## src/rtl/irqc_pkg.sv

```systemverilog
package irqc_pkg;

  typedef enum logic [2:0] {
    SEL_NONE,
    SEL_INFO,
    SEL_CTRL,
    SEL_EVENT,
    SEL_CFG,
    SEL_SOFT,
    SEL_MASK,
    SEL_RAW
  } readSelT;

  // Strobes from the bus decoder to the datapath.
  typedef struct packed {
    logic        softSet;
    logic        softClr;
    logic        maskSet;
    logic        maskClr;
    logic        cfgWr;
    logic        eventRd;
    logic        rdEn;
    readSelT     rdSel;
    logic [15:0] irqIdx;
    logic [15:0] wordIdx;
  } ctrlStrobesT;

  localparam logic [7:0] EVENT_TYPE_HW = 8'd1;

endpackage

```

## src/rtl/irqcCtrl.sv

```systemverilog
module irqcCtrl
  import irqc_pkg::*;
#(
  parameter int NUM_IRQ  = 64,
  parameter int ADDR_W   = 16,
  parameter int CFG_BASE = 32'h2000
) (
  input  logic              clk,
  input  logic              rstN,
  input  logic [ADDR_W-1:0] busAddr,
  input  logic              busWrEn,
  input  logic              ctrlBit,
  input  logic              busRdEn,
  output logic              enable,
  output ctrlStrobesT       strb
);

  localparam int WORDS      = NUM_IRQ / 32;
  localparam int BANK_BYTES = 4 * WORDS;
  localparam int SSET_BASE  = CFG_BASE + 4 * NUM_IRQ;
  localparam int SCLR_BASE  = SSET_BASE + BANK_BYTES;
  localparam int MSET_BASE  = SCLR_BASE + BANK_BYTES;
  localparam int MCLR_BASE  = MSET_BASE + BANK_BYTES;
  localparam int RAW_BASE   = MCLR_BASE + BANK_BYTES;
  localparam logic [31:0] INFO_ADDR  = 32'h0;
  localparam logic [31:0] CTRL_ADDR  = 32'h4;
  localparam logic [31:0] EVENT_ADDR = 32'h8;

  logic [31:0] aw;
  assign aw = 32'(busAddr) & ~32'd3;

  function automatic logic inWin(logic [31:0] a, int base, int len);
    return (a >= 32'(base)) && (a < 32'(base + len));
  endfunction

  logic hitCfg, hitSSet, hitSClr, hitMSet, hitMClr, hitRaw;
  logic hitInfo, hitCtrl, hitEvent;
  logic [31:0] bankBase;

  always_comb begin
    hitInfo  = (aw == INFO_ADDR);
    hitCtrl  = (aw == CTRL_ADDR);
    hitEvent = (aw == EVENT_ADDR);
    hitCfg   = inWin(aw, CFG_BASE, 4 * NUM_IRQ);
    hitSSet  = inWin(aw, SSET_BASE, BANK_BYTES);
    hitSClr  = inWin(aw, SCLR_BASE, BANK_BYTES);
    hitMSet  = inWin(aw, MSET_BASE, BANK_BYTES);
    hitMClr  = inWin(aw, MCLR_BASE, BANK_BYTES);
    hitRaw   = inWin(aw, RAW_BASE, BANK_BYTES);

    bankBase = 32'(SSET_BASE);
    if (hitSClr) bankBase = 32'(SCLR_BASE);
    if (hitMSet) bankBase = 32'(MSET_BASE);
    if (hitMClr) bankBase = 32'(MCLR_BASE);
    if (hitRaw)  bankBase = 32'(RAW_BASE);
  end

  always_comb begin
    strb         = '0;
    strb.irqIdx  = 16'((aw - 32'(CFG_BASE)) >> 2);
    strb.wordIdx = 16'((aw - bankBase) >> 2);
    strb.softSet = busWrEn & hitSSet;
    strb.softClr = busWrEn & hitSClr;
    strb.maskSet = busWrEn & hitMSet;
    strb.maskClr = busWrEn & hitMClr;
    strb.cfgWr   = busWrEn & hitCfg;
    strb.eventRd = busRdEn & hitEvent;
    strb.rdEn    = busRdEn;
    if (hitInfo)                 strb.rdSel = SEL_INFO;
    else if (hitCtrl)            strb.rdSel = SEL_CTRL;
    else if (hitEvent)           strb.rdSel = SEL_EVENT;
    else if (hitCfg)             strb.rdSel = SEL_CFG;
    else if (hitSSet | hitSClr)  strb.rdSel = SEL_SOFT;
    else if (hitMSet | hitMClr)  strb.rdSel = SEL_MASK;
    else if (hitRaw)             strb.rdSel = SEL_RAW;
    else                         strb.rdSel = SEL_NONE;
  end

  always_ff @(posedge clk or negedge rstN) begin
    if (!rstN)                  enable <= 1'b0;
    else if (busWrEn & hitCtrl) enable <= ctrlBit;
  end

  // At most one write target per cycle
  p_single_write_r3: assert property (@(posedge clk) disable iff (!rstN)
    $onehot0({strb.softSet, strb.softClr, strb.maskSet, strb.maskClr,
              strb.cfgWr, busWrEn & hitCtrl}));

  // Event strobe only from a read of the event address
  p_event_strobe_r8: assert property (@(posedge clk) disable iff (!rstN)
    strb.eventRd |-> (busRdEn && strb.rdSel == SEL_EVENT));

endmodule

```

## src/rtl/irqcDatapath.sv

```systemverilog
module irqcDatapath
  import irqc_pkg::*;
#(
  parameter int NUM_IRQ  = 64,
  parameter int DIE_ID   = 0,
  parameter int LAST_DIE = 0
) (
  input  logic               clk,
  input  logic               rstN,
  input  ctrlStrobesT        strb,
  input  logic               enable,
  input  logic [31:0]        wrData,
  input  logic [NUM_IRQ-1:0] hwIrq,
  output logic [31:0]        rdData,
  output logic               irqOut
);

  localparam int WORDS   = NUM_IRQ / 32;
  localparam int CFG_W   = 7;

  logic [NUM_IRQ-1:0] maskQ, softQ, maskN, softN;
  logic [NUM_IRQ-1:0] pending, active;
  logic [NUM_IRQ*CFG_W-1:0] cfgVec;
  logic               found, eventValid, ackNow;
  logic [15:0]        winIdx;
  logic [31:0]        eventWord, infoWord, rdMux;

  assign pending = hwIrq | softQ;
  assign active  = pending & ~maskQ;

  // Lowest index wins: scan downward so the last hit is the smallest.
  always_comb begin
    found  = 1'b0;
    winIdx = '0;
    for (int i = NUM_IRQ - 1; i >= 0; i--) begin
      if (active[i]) begin
        found  = 1'b1;
        winIdx = 16'(i);
      end
    end
  end

  assign eventValid = enable & found;
  assign eventWord  = eventValid ? {8'(DIE_ID), EVENT_TYPE_HW, winIdx} : 32'd0;
  assign ackNow     = strb.eventRd & eventValid;
  assign irqOut     = enable & (|active);
  assign infoWord   = {4'd0, 4'(LAST_DIE), 8'd0, 16'(NUM_IRQ)};

  always_comb begin
    maskN = maskQ;
    softN = softQ;
    for (int w = 0; w < WORDS; w++) begin
      if (int'(strb.wordIdx) == w) begin
        if (strb.maskSet) maskN[w*32 +: 32] = maskQ[w*32 +: 32] | wrData;
        if (strb.maskClr) maskN[w*32 +: 32] = maskQ[w*32 +: 32] & ~wrData;
        if (strb.softSet) softN[w*32 +: 32] = softQ[w*32 +: 32] | wrData;
        if (strb.softClr) softN[w*32 +: 32] = softQ[w*32 +: 32] & ~wrData;
      end
    end
    for (int i = 0; i < NUM_IRQ; i++) begin
      if (ackNow && int'(winIdx) == i) maskN[i] = 1'b1;
    end
  end

  always_ff @(posedge clk or negedge rstN) begin
    if (!rstN) begin
      maskQ <= '1;
      softQ <= '0;
    end else begin
      maskQ <= maskN;
      softQ <= softN;
    end
  end

  // One config register per line: target [3:0], delay group [7:5].
  for (genvar g = 0; g < NUM_IRQ; g++) begin : gCfg
    logic [CFG_W-1:0] cfgReg;
    always_ff @(posedge clk or negedge rstN) begin
      if (!rstN)
        cfgReg <= '0;
      else if (strb.cfgWr && int'(strb.irqIdx) == g)
        cfgReg <= {wrData[7:5], wrData[3:0]};
    end
    assign cfgVec[g*CFG_W +: CFG_W] = cfgReg;
  end

  always_comb begin
    rdMux = '0;
    unique case (strb.rdSel)
      SEL_INFO:  rdMux = infoWord;
      SEL_CTRL:  rdMux = {31'd0, enable};
      SEL_EVENT: rdMux = eventWord;
      SEL_CFG: begin
        for (int i = 0; i < NUM_IRQ; i++)
          if (int'(strb.irqIdx) == i)
            rdMux = {24'd0, cfgVec[i*CFG_W+4 +: 3], 1'b0, cfgVec[i*CFG_W +: 4]};
      end
      SEL_SOFT: begin
        for (int w = 0; w < WORDS; w++)
          if (int'(strb.wordIdx) == w) rdMux = softQ[w*32 +: 32];
      end
      SEL_MASK: begin
        for (int w = 0; w < WORDS; w++)
          if (int'(strb.wordIdx) == w) rdMux = maskQ[w*32 +: 32];
      end
      SEL_RAW: begin
        for (int w = 0; w < WORDS; w++)
          if (int'(strb.wordIdx) == w) rdMux = hwIrq[w*32 +: 32];
      end
      default: rdMux = '0;
    endcase
  end

  always_ff @(posedge clk or negedge rstN) begin
    if (!rstN)          rdData <= '0;
    else if (strb.rdEn) rdData <= rdMux;
  end

  // ---- checks: one-cycle history of the strobes ----
  logic        prevAck, prevMaskSet, prevSoftClr, prevDisRd;
  logic [15:0] prevWin, prevWord;
  logic [31:0] prevData;

  always_ff @(posedge clk or negedge rstN) begin
    if (!rstN) begin
      prevAck     <= 1'b0;
      prevMaskSet <= 1'b0;
      prevSoftClr <= 1'b0;
      prevDisRd   <= 1'b0;
      prevWin     <= '0;
      prevWord    <= '0;
      prevData    <= '0;
    end else begin
      prevAck     <= ackNow;
      prevMaskSet <= strb.maskSet;
      prevSoftClr <= strb.softClr;
      prevDisRd   <= strb.eventRd & ~enable;
      prevWin     <= winIdx;
      prevWord    <= strb.wordIdx;
      prevData    <= wrData;
    end
  end

  p_ack_masks_r8: assert property (@(posedge clk) disable iff (!rstN)
    prevAck |-> maskQ[prevWin[$clog2(NUM_IRQ)-1:0]]);

  p_ack_reports_r6: assert property (@(posedge clk) disable iff (!rstN)
    prevAck |-> (rdData[23:16] == EVENT_TYPE_HW && rdData[15:0] == prevWin));

  p_lowest_wins_r7: assert property (@(posedge clk) disable iff (!rstN)
    found |-> ((active & ((NUM_IRQ'(1) << winIdx) - NUM_IRQ'(1))) == '0));

  p_mask_set_r3: assert property (@(posedge clk) disable iff (!rstN)
    prevMaskSet |-> ((maskQ[prevWord[$clog2(WORDS+1)-1:0]*32 +: 32] & prevData) == prevData));

  p_soft_clear_r4: assert property (@(posedge clk) disable iff (!rstN)
    prevSoftClr |-> ((softQ[prevWord[$clog2(WORDS+1)-1:0]*32 +: 32] & prevData) == 32'd0));

  p_disabled_event_r10: assert property (@(posedge clk) disable iff (!rstN)
    prevDisRd |-> (rdData == 32'd0));

endmodule

```

## src/rtl/irqController.sv

```systemverilog
module irqController
  import irqc_pkg::*;
#(
  parameter int NUM_IRQ  = 64,
  parameter int ADDR_W   = 16,
  parameter int CFG_BASE = 32'h2000,
  parameter int DIE_ID   = 0,
  parameter int LAST_DIE = 0
) (
  input  logic               clk,
  input  logic               rstN,
  input  logic [ADDR_W-1:0]  busAddr,
  input  logic               busWrEn,
  input  logic [31:0]        busWrData,
  input  logic               busRdEn,
  output logic [31:0]        busRdData,
  input  logic [NUM_IRQ-1:0] hwIrq,
  output logic               irqOut
);

  ctrlStrobesT strb;
  logic        enable;

  irqcCtrl #(
    .NUM_IRQ (NUM_IRQ),
    .ADDR_W  (ADDR_W),
    .CFG_BASE(CFG_BASE)
  ) uCtrl (
    .clk    (clk),
    .rstN   (rstN),
    .busAddr(busAddr),
    .busWrEn(busWrEn),
    .ctrlBit(busWrData[0]),
    .busRdEn(busRdEn),
    .enable (enable),
    .strb   (strb)
  );

  irqcDatapath #(
    .NUM_IRQ (NUM_IRQ),
    .DIE_ID  (DIE_ID),
    .LAST_DIE(LAST_DIE)
  ) uData (
    .clk   (clk),
    .rstN  (rstN),
    .strb  (strb),
    .enable(enable),
    .wrData(busWrData),
    .hwIrq (hwIrq),
    .rdData(busRdData),
    .irqOut(irqOut)
  );

  // Output stays low while disabled
  p_quiet_when_off_r12: assert property (@(posedge clk) disable iff (!rstN)
    !enable |-> !irqOut);

endmodule

```

## config.mk

```make
export PLATFORM = sky130hd
export DESIGN_NAME = irqController
export DESIGN_NICKNAME = d
export VERILOG_FILES = /design/src/rtl/irqc_pkg.sv /design/src/rtl/irqcCtrl.sv /design/src/rtl/irqcDatapath.sv /design/src/rtl/irqController.sv
export SDC_FILE = /design/constraint.sdc
export NUM_CORES = 1
export LEC_CHECK = 0
export ABC_AREA = 1
export CORE_MARGIN = 3
export CORE_UTILIZATION = 45
export CTS_CLUSTER_SIZE = 16
export DETAILED_ROUTE_END_ITERATION = 10
export DONT_BUFFER_PORTS = 1
export MAX_ROUTING_LAYER = met4
export PLACE_DENSITY = 0.66
export SYNTH_ARGS = -nofsm -noshare
export SYNTH_HDL_FRONTEND = slang
export SYNTH_SLANG_ARGS = --single-unit
```

## constraint.sdc

```tcl
create_clock -name clk -period 5.9 [get_ports clk]
set_input_delay 0.885 -clock clk [delete_from_list [all_inputs] [get_ports clk]]
set_output_delay 0.885 -clock clk [all_outputs]
set_load 0.05 [all_outputs]
```

==> key figures, run 1 <==
Yosys
  • Area share of the largest cell type after synthesis: 42.3%
  • Share of async-settable or async-resettable flops after synthesis: 100%
  • Synth Cell Area: between 30,000 and 40,000 um^2
  • Cell types with the largest area share after synthesis: sky130_fd_sc_hd__dfrtp_1, sky130_fd_sc_hd__nand2_1, sky130_fd_sc_hd__o21ai_0
  • Synthesized net count: 4,539
  • Synthesized instance count: 4,416
  • Count of unique library cells instantiated by Yosys: 52
  • Largest area contributor in the synthesized netlist: sky130_fd_sc_hd__dfrtp_1
  • Post-synthesis sequential element count: between 600 and 700
  • Most used flip-flop cell after synthesis: sky130_fd_sc_hd__dfrtp_1
  • Post-synth EDFFs: 0
  • Share of the yosys chip area belonging to registers: a little under half
  • Yosys warning count: 0
  • Mean post-synth cell area: around 7.3 um^2

Clock network
  • Clock-pin slew reported for the worst setup and hold paths after clock tree synthesis: around 0.050 ns
  • TritonCTS clock tree: done
  • CTS Buffer Depth: 3
  • CTS Root Cell: sky130_fd_sc_hd__clkbuf_16
  • Clock Sinks: 609
  • Number of H-tree levels: 3
  • Cts bufs inserted: 72
  • Latest clock arrival within the worst-skew pair: around 0.63 ns

Critical path
  • Maximum single-stage delay on the critical path: 0.27 ns
  • Type of the worst setup path: primary input to register
  • Critical path launch point type: primary input
  • WP data required: 6.40 ns
  • Crit-path slowest cell: sky130_fd_sc_hd__ha_4
  • Arrival time reported for the critical path endpoint: 6.11 ns
  • Crit. End Element: register
  • Maximum fanout encountered on the critical timing path: 7
  • Cell with the most instances on the worst path: sky130_fd_sc_hd__nand2_1

Power and ir drop
  • Total chip power: roughly 9000 uW
  • Worst IR Drop VDD: 211 uV
  • Leak Pwr: 0.0172 uW
  • PwrDens: 245 nW/um^2

Layout
  • Non-filler instance count after layout: 5,454
  • Area of all placed cells without fillers: around 37,000 um^2
  • Storage cell area: 15,300 um^2
  • Most common cell after layout, fill and taps aside: sky130_fd_sc_hd__nand2_1
  • Fillers: 6,888
  • Share of post-route cells with drive strength above 1: 12.5%
  • Combined area of the multi-input logic cells: 14,400 um^2
  • Area Growth Syn to Fin: 13.9%
  • Commonest cells after routing, fill and taps aside: sky130_fd_sc_hd__nand2_1, sky130_fd_sc_hd__o21ai_0, sky130_fd_sc_hd__dfrtp_1
  • Final net count: 4,575

Floorplan
  • Number of top-level pins: about 150
  • Chip width: 274 um
  • Die area: 74,900 um^2
  • CORE AREA: 70,500 um^2
  • Number of rows in the core area: 97
  • Starting density of the core: 45.7%
  • Chip Height: 274 um

Timing
  • Slew Viols, Final: 394
  • Final hold viol count: 0
  • Setup Total Neg Slack: 0 ns
  • Setup repair after global routing missed its margin: yes
  • Actual transition at the worst max-transition pin: between 2 and 3 ns
  • Part of the cycle the worst path needs: a little over nine tenths
  • Min Clock Period, post-route: between 5 and 6 ns
  • Worst Slack Setup Final: between 0.2 and 0.3 ns
  • Relative slew slack: -92.5%
  • Worst-case clock skew: between 0.02 and 0.025 ns
  • Setup violators final: 0
  • Max Fclk: 178 MHz

Place
  • Setup Slack @ Placement: -0.391 ns
  • GP Congestion: 0.958
  • Post-Place Cells: ~5.3k
  • DP Area: 33,800 um^2
  • Estimated wirelength of the detail-placed design: 68,600 um
  • Port bufs: 0

Global routing
  • Largest net degree at the start of global routing: 550
  • Global-route wire length before repair: 161,000 um
  • Number of antenna violations at the first check in global routing: 5
  • Via count of the first global-routing pass: 27.7k
  • Remaining global-route overflow: 0
  • Global router's overall resource usage: about 28%

Routing
  • Drt drc: 0
  • Via density per instance: 5.44
  • Via total after detailed routing: roughly 30k
  • Iteration count of the initial detailed-routing pass: 5
  • Antenna-violating nets left: 0
  • Total Wirelength: 102,000 um
  • DR iter-0 viols: 3,473
  • Wire length per cell after detailed routing: 18.8 um

Job
  • Max-Cap Viols: 0

Status
  • Violations in the final reports: slew limit
  • Outcome: complete, but fails checks

Min path
  • Worst hold-check path type: primary input to async pin
-- cells in the mapped netlist (8+ instances only) --
cell	n
sky130_fd_sc_hd__nand2_1	1491
sky130_fd_sc_hd__o21ai_0	594
sky130_fd_sc_hd__dfrtp_1	545
sky130_fd_sc_hd__inv_1	483
sky130_fd_sc_hd__nor2_1	265
sky130_fd_sc_hd__clkbuf_1	183
sky130_fd_sc_hd__a21oi_1	154
sky130_fd_sc_hd__nand4_1	94
sky130_fd_sc_hd__or2_2	94
sky130_fd_sc_hd__nor3_1	90
sky130_fd_sc_hd__dfstp_2	64
sky130_fd_sc_hd__o22ai_1	54
sky130_fd_sc_hd__nand3_1	48
sky130_fd_sc_hd__a22oi_1	47
sky130_fd_sc_hd__o221ai_1	21
sky130_fd_sc_hd__inv_2	20
sky130_fd_sc_hd__a221oi_1	19
sky130_fd_sc_hd__clkinv_1	17
sky130_fd_sc_hd__o21bai_1	16
sky130_fd_sc_hd__nor2_2	14
sky130_fd_sc_hd__buf_1	11
sky130_fd_sc_hd__nor2_4	8
-- layer usage --
metal	vias to the layer above	GRT usage (%)	wire length, um	share of wire, %
li1	14300	-	-	-
met1	13900	38.8	45300	44
met2	1235	40.9	44400	43
met3	234	5.05	8890	8.7
met4	0	10.4	3800	3.7
met5	-	-	0	0
-- critical path, delay by kind of cell --
family / cells / cell delay, ns
buffers and inverters: 3 / 0.24
AND/OR/NAND/NOR: 41 / 4.13
adder cells (fa/ha/maj): 2 / 0.42
AO/OA/AOI/OAI: 3 / 0.45
-- cells by family (layout without fill, tap and decap cells) --
group | after synthesis | in the layout | share of synthesized area [%]
AO/OA/AOI/OAI | 929 | 929 | 15.8
XOR/XNOR | 7 | 7 | 0.190
adder cells (fa/ha/maj) | 7 | 7 | 0.295
buffers and inverters | 723 | 817 | 8.53
flip-flops | 609 | 609 | 47.5
multiplexers | 2 | 2 | 0.0621
other | 0 | 4 | 0
AND/OR/NAND/NOR | 2139 | 2139 | 27.6
-- timing repair --
item	CTS	global route
resized for setup	0	89
setup endpoints to repair	0	30
hold buffers	3	1
setup buffers	0	13
endpoints found under the hold margin	60	1
-- worst paths after layout --
path                                                 startpoint                              endpoint  slack, ns  cells past startpoint
max                                                 busAddr[13]           uData.rdData[5]$_DFFE_PN0P_       0.29                     49
min                                                        rstN   uData.gCfg[7].cfgReg[6]$_DFFE_PN0P_       0.07                      0
max reg2reg                         uData.maskQ[61]$_DFFE_PN1P_           uData.maskQ[32]$_DFFE_PN1P_       0.55                     67
min reg2reg                uData.gCfg[54].cfgReg[3]$_DFFE_PN0P_  uData.gCfg[54].cfgReg[3]$_DFFE_PN0P_       0.47                      2
max in group asynchronous                                  rstN                             async pin       3.67                      0
min in group clk                                        busRdEn           uData.rdData[6]$_DFFE_PN0P_       0.39                      2
-- where the power goes --
part | leakage [uW] | total, uW | internal, uW | switching, uW
clock network | 0.00119 | 4550 | 2690 | 1860
registers | 0.00794 | 4190 | 4180 | 3.43
logic | 0.00807 | 258 | 57.7 | 201
-- final cells by class --
| class | count | area share, % |
|---|---|---|
| clock inverters | 20 | 0.624 |
| clock buffers | 112 | 5.95 |
| diodes | 4 | 0.0273 |
| well taps | 940 | 3.20 |
| repair buffers | 164 | 3.70 |
| multi-input cells | 3084 | 39.4 |
| flip-flops and latches | 609 | 41.7 |
| inverters | 521 | 5.39 |
-- metrics by stage --
stage | hold slack [ns] | utilization [%]
detailed placement | 0.465 | 48.0
CTS | 0.00198 | 51.5
floorplan | 0.444 | -
global placement | 0.457 | 48.0
finish | 0.0698 | 52.1
global route | 0.0188 | 52.1
Note: power is estimated with default switching activity, not from simulation.
==> run 2: changes to the inputs <==
--- a/config.mk
+++ b/config.mk
@@ -15,4 +15,5 @@
 export PLACE_DENSITY = 0.66
 export SYNTH_ARGS = -nofsm -noshare
 export SYNTH_HDL_FRONTEND = slang
+export SYNTH_HIERARCHICAL = 1
 export SYNTH_SLANG_ARGS = --single-unit
==> key figures, run 2 <==
Timing
  • Relative slew slack: -9.65%
  • Actual transition at the worst max-transition pin: 1.64 ns
  • Max Fclk: approximately 190 MHz
  • Final hold viol count: 0
  • Setup violators final: 0
  • Tightest hold margin: 0.120 ns
  • Slew Viols, Final: just over 60
  • Worst Slack Setup Final: 0.525 ns
  • Part of the cycle the worst path needs: 91.1%
  • Worst-case clock skew: 0.0233 ns
  • Min Clock Period, post-route: about 5.4 ns

Yosys
  • Dominant combinational cell family by area after synthesis: simple AND/OR/NAND/NOR gates
  • Cell types with the largest area share after synthesis: sky130_fd_sc_hd__dfrtp_1, sky130_fd_sc_hd__nand2_1, sky130_fd_sc_hd__o21ai_0
  • Synthesized net count: between 4k and 5k
  • Parity-gate share of the synthesized area counting xor and xnor cells: 0.268%
  • Yosys warning count: 6
  • Count of unique library cells instantiated by Yosys: 58
  • Adder-cell area share of the yosys netlist: 0.291%
  • Fraction of the mapped netlist area in compound gates: 17.9%
  • Multiplexer fraction of the synthesized cell area: 0.0956%
  • Largest area contributor in the synthesized netlist: sky130_fd_sc_hd__dfrtp_1
  • Dominant cell by count in the synthesized netlist: sky130_fd_sc_hd__nand2_1
  • Basic-gate share of the synthesized area counting and, or, nand and nor cells: 25.1%
  • Area share of the largest cell type after synthesis: 41.7%
  • Synth Cell Area: 32,700 um^2
  • Mean post-synth cell area: 7.27 um^2
  • Share of the yosys chip area belonging to registers: approximately 47%
  • Post-synth EDFFs: 0
  • Ranking of synthesized cells by instance count: sky130_fd_sc_hd__nand2_1, sky130_fd_sc_hd__o21ai_0, sky130_fd_sc_hd__inv_1, sky130_fd_sc_hd__dfrtp_1, sky130_fd_sc_hd__nor2_1
  • Post-synthesis sequential element count: 609
  • Synthesized instance count: 4,502
  • Most used flip-flop cell after synthesis: sky130_fd_sc_hd__dfrtp_1
  • Share of async-settable or async-resettable flops after synthesis: 100%

Clock network
  • CTS Buffer Depth: 3
  • Cts bufs inserted: 70
  • CTS Root Cell: sky130_fd_sc_hd__clkbuf_16
  • Clock-pin slew reported for the worst setup and hold paths after clock tree synthesis: 0.06 ns
  • TritonCTS clock tree: done
  • Clock Sinks: 609
  • Number of H-tree levels: 3
  • Latest clock arrival within the worst-skew pair: 0.63 ns

Layout
  • Layout Utilization: 51.0%
  • Commonest cells after routing, fill and taps aside: sky130_fd_sc_hd__nand2_1, sky130_fd_sc_hd__o21ai_0, sky130_fd_sc_hd__inv_1
  • Share of post-route cells with drive strength above 1: 9.43%
  • Final net count: 4,609
  • Area Growth Syn to Fin: 11.8%
  • Most common cell after layout, fill and taps aside: sky130_fd_sc_hd__nand2_1
  • Fillers: 7,001
  • Storage cell area: 15,300 um^2
  • Combined area of the multi-input logic cells: 14,400 um^2

Routing
  • Iteration count of the initial detailed-routing pass: 6
  • Drt drc: 0
  • Wire length per cell after detailed routing: around 18 um
  • Total Wirelength: 101,000 um
  • DR iter-0 viols: between 3k and 4k
  • Antenna-violating nets left: 0
  • Via total after detailed routing: 29.8k
  • Via density per instance: 5.42

Power and ir drop
  • Worst IR Drop VDD: 241 uV
  • Leak Pwr: 0.0170 uW
  • PwrDens: 245 nW/um^2

Floorplan
  • Chip Height: 276 um
  • Die area: 76,000 um^2
  • Chip width: 276 um
  • Starting density of the core: 45.6%
  • Number of rows in the core area: 98
  • CORE AREA: 71,700 um^2
  • Number of top-level pins: roughly 150

Global routing
  • Remaining global-route overflow: 0
  • Via count of the first global-routing pass: approximately 28k
  • Largest net degree at the start of global routing: 440
  • Number of antenna violations at the first check in global routing: 1
  • Global router's overall resource usage: between 20% and 30%
  • Global-route wire length before repair: about 160,000 um

Critical path
  • Maximum single-stage delay on the critical path: 0.26 ns
  • Worst reg2reg setup slack: 0.67 ns
  • Count of cell instances traversed by the critical path: 60
  • Type of the worst setup path: primary input to register
  • Worst reg2reg path startpoint: uData/maskQ[61]$_DFFE_PN1P_
  • Number of cells traversed by the worst register-to-register path: 64
  • Critical path launch point type: primary input
  • Crit. End Element: register
  • Buf/Inv on CP: 5
  • Arrival time reported for the critical path endpoint: around 6 ns
  • CP delay by family, top: simple AND/OR/NAND/NOR gates
  • Cell with the most instances on the worst path: sky130_fd_sc_hd__nand2_1
  • Destination of the worst register-to-register timing path: uData/maskQ[58]$_DFFE_PN1P_
  • Crit-path slowest cell: sky130_fd_sc_hd__ha_1
  • Maximum fanout encountered on the critical timing path: 10
  • WP data required: approximately 6.4 ns

Status
  • Outcome: complete, but fails checks
  • Violations in the final reports: slew limit

Min path
  • Worst hold-check path type: primary input to async pin

Job
  • Max-Cap Viols: 0

Place
  • Estimated wirelength of the detail-placed design: 66,400 um
  • Port bufs: 0
  • Setup Slack @ Placement: -0.298 ns
  • GP Congestion: 0.957
## run 2: repair_timing
| item | CTS | global route |
|---|---|---|
| hold buffers | 1 | 2 |
| hold endpoints to repair | 171 | 16 |
| gates resized for setup | 0 | 22 |
| buffers inserted | 0 | 3 |
| endpoints found under the setup margin | 0 | 7 |
## run 2: worst max-delay path by stage
stage | from | end | slack (ns)
after floorplan | busAddr[8] | uData/maskQ[49]$_DFFE_PN1P_ | 0.91
after global placement | busAddr[13] | uData/rdData[1]$_DFFE_PN0P_ | -0.26
after CTS | busAddr[13] | uData/rdData[1]$_DFFE_PN0P_ | 0.36
final | busAddr[13] | uData/rdData[1]$_DFFE_PN0P_ | 0.53
after global routing | busAddr[13] | uData/rdData[3]$_DFFE_PN0P_ | -0.04
after detailed placement | busAddr[13] | uData/rdData[1]$_DFFE_PN0P_ | -0.30
## run 2: cell type report
type                            instances  area share, %
Sequential cell                       609           41.9
Clock buffer                           99           5.50
Antenna cell                            1        0.00684
Inverter                              582           5.98
Timing Repair Buffer                  140           3.12
Clock inverter                         27          0.869
Tap cell                              950           3.25
Multi-Input combinational cell       3083           39.4
## run 2: kinds of logic (layout without fill, tap and decap cells)
logic type,after synthesis,in the layout
AOI/OAI and AO/OA,1076,1076
xor gates and xnor gates,10,10
adders and majority gates,7,7
buffers and inverters,810,848
DFF,609,609
muxes,3,3
other,0,1
and+or+nand+nor,1987,1987
## run 2: metrics by stage
| stage | setup TNS (ns) | power [uW] | std cells | cell area [um^2] |
|---|---|---|---|---|
| 2_1_floorplan | 0 | 4440 | 4502 | 32700 |
| 3_3_place_gp | -1.33 | 4530 | 5358 | 34100 |
| 3_5_place_dp | -1.53 | 4530 | 5358 | 34100 |
| 4_1_cts | 0 | 9010 | 5485 | 36400 |
| 5_1_grt | -0.0394 | 9220 | 5490 | 36600 |
| 6_report | 0 | 8940 | 5491 | 36600 |
## run 2: metal layers
layer | up-vias | wire, um | GRT usage (%)
met5 | - | 0 | -
met4 | 0 | 2990 | 7.93
met3 | 216 | 7640 | 4.71
met2 | 1054 | 44300 | 39.9
met1 | 14000 | 46300 | 38.6
li1 | 14500 | - | -
## run 2: power by group
part           internal [uW]  switching [uW]
logic                   64.8             248
clock network           2620            1830
registers               4180            1.42
total                   6860            2080
